[src/rtl/tic_pkg.sv]
package tic_pkg;

    parameter int NCH = 4;

    typedef enum logic [2:0] {
        A_EDGE = 3'd0,
        A_CTRL = 3'd1,
        A_FLAG = 3'd2,
        A_IEN  = 3'd3,
        A_CAP0 = 3'd4,
        A_CAP1 = 3'd5,
        A_CAP2 = 3'd6,
        A_CAP3 = 3'd7
    } reg_addr_e;

    typedef enum logic [1:0] {
        EDGE_OFF  = 2'b00,
        EDGE_RISE = 2'b01,
        EDGE_FALL = 2'b10,
        EDGE_ANY  = 2'b11
    } edge_sel_e;

endpackage

[src/rtl/tic_edge_det.sv]
module tic_edge_det #(
    parameter int SYNC_STAGES = 2
) (
    input  logic       clk,
    input  logic       rst_n,
    input  logic       pin_i,
    input  logic [1:0] sel_i,
    output logic       hit_o
);
    typedef struct packed {
        logic [SYNC_STAGES-1:0] sync;
        logic                   prev;
    } st_t;

    st_t  st_d, st_q;
    logic lvl, rise, fall;

    always_comb begin
        st_d      = st_q;
        st_d.sync = {st_q.sync[SYNC_STAGES-2:0], pin_i};
        st_d.prev = st_q.sync[SYNC_STAGES-1];
        lvl       = st_q.sync[SYNC_STAGES-1];
        rise      = lvl & ~st_q.prev;
        fall      = ~lvl & st_q.prev;
        hit_o     = (rise & sel_i[0]) | (fall & sel_i[1]);
    end

    always_ff @(posedge clk or negedge rst_n) begin
        if (!rst_n) st_q <= '0;
        else        st_q <= st_d;
    end
endmodule

[src/rtl/tic_oc_match.sv]
module tic_oc_match #(
    parameter int W = 16
) (
    input  logic [W-1:0] cnt_i,
    input  logic [W-1:0] cmp_i,
    input  logic         en_i,
    output logic         match_o
);
    always_comb match_o = en_i && (cnt_i == cmp_i);
endmodule

[src/rtl/tic_capture_unit.sv]
module tic_capture_unit
    import tic_pkg::*;
#(
    parameter int CNT_W       = 16,
    parameter int DATA_W      = 16,
    parameter int SYNC_STAGES = 2
) (
    input  logic              clk,
    input  logic              rst_n,
    input  logic [CNT_W-1:0]  cnt_i,
    input  logic [NCH-1:0]    cap_pin_i,
    input  logic              bus_we,
    input  logic [2:0]        bus_addr,
    input  logic [DATA_W-1:0] bus_wdata,
    output logic [DATA_W-1:0] bus_rdata,
    output logic              shr_pin_o,
    output logic              shr_pin_oe,
    output logic              irq_o
);
    localparam int SEL_W = 2 * NCH;
    localparam int LAST  = NCH - 1;

    typedef struct packed {
        logic [SEL_W-1:0]          esel;
        logic                      shr_cap;
        logic                      shr_dir;
        logic                      shr_dat;
        logic [NCH-1:0]            flag;
        logic [NCH-1:0]            ien;
        logic [NCH-1:0][CNT_W-1:0] cap;
    } st_t;

    st_t            st_d, st_q;
    logic [NCH-1:0] hit;
    logic [NCH-1:0] set_flag;
    logic [NCH-1:0] clr_flag;
    logic           oc_match;

    for (genvar ch = 0; ch < NCH; ch++) begin : g_ch
        logic       src;
        logic [1:0] sel;
        if (ch == LAST) begin : g_shared
            assign src = st_q.shr_dir ? st_q.shr_dat : cap_pin_i[ch];
            assign sel = st_q.esel[2*ch +: 2] & {2{st_q.shr_cap}};
        end else begin : g_plain
            assign src = cap_pin_i[ch];
            assign sel = st_q.esel[2*ch +: 2];
        end
        tic_edge_det #(.SYNC_STAGES(SYNC_STAGES)) u_edge (
            .clk   (clk),
            .rst_n (rst_n),
            .pin_i (src),
            .sel_i (sel),
            .hit_o (hit[ch])
        );
    end

    tic_oc_match #(.W(CNT_W)) u_oc (
        .cnt_i   (cnt_i),
        .cmp_i   (st_q.cap[LAST]),
        .en_i    (!st_q.shr_cap),
        .match_o (oc_match)
    );

    always_comb begin
        st_d           = st_q;
        clr_flag       = '0;
        set_flag       = hit;
        set_flag[LAST] = st_q.shr_cap ? hit[LAST] : oc_match;

        if (bus_we) begin
            case (bus_addr)
                A_EDGE: st_d.esel = bus_wdata[SEL_W-1:0];
                A_CTRL: {st_d.shr_dat, st_d.shr_dir, st_d.shr_cap} = bus_wdata[2:0];
                A_FLAG: clr_flag  = bus_wdata[NCH-1:0];
                A_IEN:  st_d.ien  = bus_wdata[NCH-1:0];
                A_CAP3: if (!st_q.shr_cap) st_d.cap[LAST] = bus_wdata[CNT_W-1:0];
                default: ;
            endcase
        end

        for (int i = 0; i < NCH; i++) begin
            if (hit[i]) st_d.cap[i] = cnt_i;
        end

        st_d.flag = (st_q.flag & ~clr_flag) | set_flag;
    end

    always_ff @(posedge clk or negedge rst_n) begin
        if (!rst_n) begin
            st_q     <= '0;
            st_q.cap <= '1;
        end else begin
            st_q <= st_d;
        end
    end

    always_comb begin
        bus_rdata = '0;
        case (bus_addr)
            A_EDGE:  bus_rdata[SEL_W-1:0] = st_q.esel;
            A_CTRL:  bus_rdata[2:0]       = {st_q.shr_dat, st_q.shr_dir, st_q.shr_cap};
            A_FLAG:  bus_rdata[NCH-1:0]   = st_q.flag;
            A_IEN:   bus_rdata[NCH-1:0]   = st_q.ien;
            default: bus_rdata[CNT_W-1:0] = st_q.cap[bus_addr[1:0]];
        endcase
    end

    assign shr_pin_o  = st_q.shr_dat;
    assign shr_pin_oe = st_q.shr_dir;
    assign irq_o      = |(st_q.flag & st_q.ien);
endmodule

[config.mk]
export PLATFORM = sky130hd
export DESIGN_NAME = tic_capture_unit
export DESIGN_NICKNAME = d
export VERILOG_FILES = /design/src/rtl/tic_pkg.sv /design/src/rtl/tic_edge_det.sv /design/src/rtl/tic_oc_match.sv /design/src/rtl/tic_capture_unit.sv
export SDC_FILE = /design/constraint.sdc
export NUM_CORES = 1
export LEC_CHECK = 0
export ABC_AREA = 1
export BUFFER_PORTS_ARGS = -buffer_cell sky130_fd_sc_hd__buf_4
export CAP_MARGIN = 10
export CORE_ASPECT_RATIO = 0.6
export CORE_MARGIN = 5
export CORE_UTILIZATION = 52
export CTS_CLUSTER_SIZE = 8
export DETAILED_ROUTE_END_ITERATION = 10
export GPL_TIMING_DRIVEN = 1
export PLACE_DENSITY_LB_ADDON = 0.15
export SLEW_MARGIN = 20
export SYNTH_ARGS = -nofsm -noshare
export SYNTH_HDL_FRONTEND = slang
export SYNTH_SLANG_ARGS = --single-unit
[constraint.sdc]
create_clock -name clk -period 1.41 [get_ports clk]
set_clock_uncertainty 0.2 [all_clocks]
set_input_delay 0.0705 -clock clk [delete_from_list [all_inputs] [get_ports clk]]
set_output_delay 0.0705 -clock clk [all_outputs]
set_load 0.03 [all_outputs]
==> flow_summary.ini <==
[hold_path]
min_path_type = in -> reg
min_path_cells = 6
holdPathEnd = st_q[71]
min_from = bus_we

[clocking]
htree_num_levels = 3
clk_latency_ns = 0.35
cts_buffers = 9
clk_pin_slew_ns = 0.06
cts_tree = done
cts.sinks = 95
cts_buffer_depth = 2
root_buffer = clkbuf_16

[timing]
fin_worst_hold_slack_ns = 0.05468
setup_viol = 40
maxSlewHeadroom_pct = 76.07
hold_viol = 0
slew_viol_final = 0
period_needed_ns = 1.708
tightestPinTransition_ns = 0.3551
rsz0062_at_grt = yes
finalCritPeriodShare_pct = 121.1
worst_slack_ns = -0.2976
fmax_mhz = 585.6

[place]
gp_congestion = 0.8667
portBuffers = 60
dp_hpwl_um = 9729
placedCellCount = 722

[critical_path]
arrival_ns = 1.44
r2r_setup_slack_ns = -0.27
worstSetupPathType = reg -> out
critPathLaunch = st_q[50]
end_kind = output pin
reg2reg_to = st_q[71]
worstSetupStartpointType = register
rr_startpoint = st_q[52]
reg2reg_depth = 9
path_max_fanout = 2
worst_ep_required_time_ns = 1.14

[drt]
drt_iter0_markers = 695
vias_per_cell = 5.933
route.vias.total = 4818
drcViolationCount = 0
wl_per_cell_um = 21.78
drtPass1Iterations = 5
routed_wirelength_um = 17690
ant_nets = 0

[floorplan]
initial_core_util_pct = 54.22
die_area_um2 = 11090
std_cell_rows = 26
dieWidth_um = 132.6
core-area_um2 = 8653
die_h_um = 83.58
pin_count = 61

[final_layout]
fill_cells = 464
drive_above_1_share_pct = 49.57
ff_latch_area_um2 = 2459
multiInputGateArea_um2 = 2367
finalNonFillerCells = 812
area_growth_pct = 52.37
n_antenna_cell = 0
nets = 737

[global_routing]
antenna_found_initial = 0
track_usage_pct = 27.18
grt_overflow = 0
grt_pass1_wl_um = 23460
grt_max_degree = 38
grt_pass1_vias = 4300

[logic_synthesis]
synthDistinctLibCells = 32
ys_top_cells_by_area = dfstp_2 36%, dfrtp_1 17%, nand2_1 15%
synth-seq-area-share_pct = 52.37
synthCells = 552
syn_area_per_cell_um2 = 8.500
synth_top_cell_by_area = dfstp_2
synth_top_area_share_pct = 35.84
netlist_area_um2 = 4692
mappedNetlistNets = 594
yosysWarningCount = 0
synth_seq_cells = 95

[pwr]
p_leak_nw = 3.313
power.density_nw_per_um2 = 1526
irDropWorstVdd_uv = 896.6

[flow_run]
cap_violations = 0

[outcome]
status = finished with violations
violations = negative setup slack
synthesized netlist by cell type:
library cell and n:
nand2_1 191, dfstp_2 64, o21ai_0 62, inv_1 56
dfrtp_1 31, nor2_1 18, o211ai_2 16, buf_2 14
a21oi_1 13, o21ai_1 12, a22oi_1 10, nand3_2 10
nand3_1 8, inv_2 7, nand4_1 7, a31oi_1 6
buf_4 4, clkbuf_1 3, o22ai_1 3, clkbuf_2 2
nand2_2 2, nor2_2 2, xnor2_1 2, clkinv_4 1
mux2_2 1, nand2_4 1, nand4_2 1, nand4_4 1
o2111ai_1 1, o211ai_1 1, o21ai_2 1, xor2_1 1
cell families after synthesis:
group | share of synthesized area (%)
and+or+nand+nor | 22.13
AOI/OAI and AO/OA | 16.88
DFF | 52.37
buffers and inverters | 7.814
xor gates and xnor gates | 0.5601
muxes | 0.2400
metal layers:
layer | GRT usage [%] | share of wire (%) | up-vias
li1 | - | - | 2095
met4 | 4.717 | 2.3 | 0
met3 | 7.711 | 14 | 46
met1 | 40.57 | 39 | 2326
met2 | 39.80 | 45 | 351
met5 | 0 | 0 | -
repair_timing:
action,4_1_cts,5_1_grt
cloned,1,9
pin swaps,27,38
hold buffers,38,0
setup endpoints to repair,35,68
resized for setup,33,151
hold endpoints to repair,180,0
setup buffers,16,10
critical path, cell delays in order, from the launching register on:
cell and delay [ns]:
dfstp_2 0.59, nand2_1 0.07, nand4_1 0.10, nor2_2 0.05, a21oi_2 0.13, buf_6 0.15
area by class of cell:
cell class,instances,area share (%)
multi-input combinational,370,33.11
inverter,64,3.500
timing repair buffer,155,22.45
sequential,95,34.39
tap,112,1.960
clock buffer,13,3.938
clock inverter,3,0.6475
worst max-delay path by stage:
| stage | to | slack [ns] |
|---|---|---|
| 4_1_cts | bus_rdata[3] | -0.30 |
| 6_report | bus_rdata[2] | -0.30 |
| 2_1_floorplan | bus_rdata[10] | 0.009 |
| 5_1_grt | bus_rdata[3] | -0.32 |
| 3_3_place_gp | st_q[61] | 0.009 |
| 3_5_place_dp | st_q[63] | -0.06 |
power breakdown:
group / switching (mW) / internal (mW) / total, mW
Clock: 1.10 / 1.59 / 2.69
Sequential: 0.630 / 3.71 / 4.34
Combinational: 2.05 / 1.83 / 3.88
Total: 3.78 / 7.13 / 10.9
flip-flops by register name, indices dropped and copies added, names as in the netlist:
signal and cells:
st_q 75, g_ch.u_edge.st_d 4, shr_pin_o 1, g_ch.u_edge.st_q 4
g_ch.sel 6, g_ch.u_edge.lvl 4, shr_pin_oe 1
through the flow:
step                power [mW]  setup slack (ns)  TNS, ns  utilization [%]  cell area [um2]
CTS                      9.828           -0.3020   -3.376            73.97             6401
global placement         6.494          0.009339        0            63.01             5453
detailed placement       6.591          -0.06213  -0.3271            63.01             5453
floorplan                5.651          0.008766        0                -             4706
global route             11.30           -0.3174   -7.189            82.62             7149
finish                   10.91           -0.2976   -4.563            82.62             7149
cell usage in the layout (no fill, tap or decap), types with 6 or more instances in the layout:
cell type	synthesis	routed
buf_4	4	81
a22oi_2	0	8
o21ai_0	62	27
nor2_1	18	14
dlygate4sd3_1	0	37
a21oi_1	13	7
clkbuf_16	0	17
nand3_2	10	12
o211ai_2	16	16
inv_2	7	17
nor2_2	2	6
buf_6	0	17
o21ai_1	12	20
inv_1	56	45
nand4_1	7	7
o21ai_2	1	23
dfrtp_1	31	30
nand2_1	191	150
buf_12	0	11
nand2_4	1	18
dfstp_2	64	64
nand2_2	2	26
a21oi_2	0	6
Power figures use the tool's default switching activity.
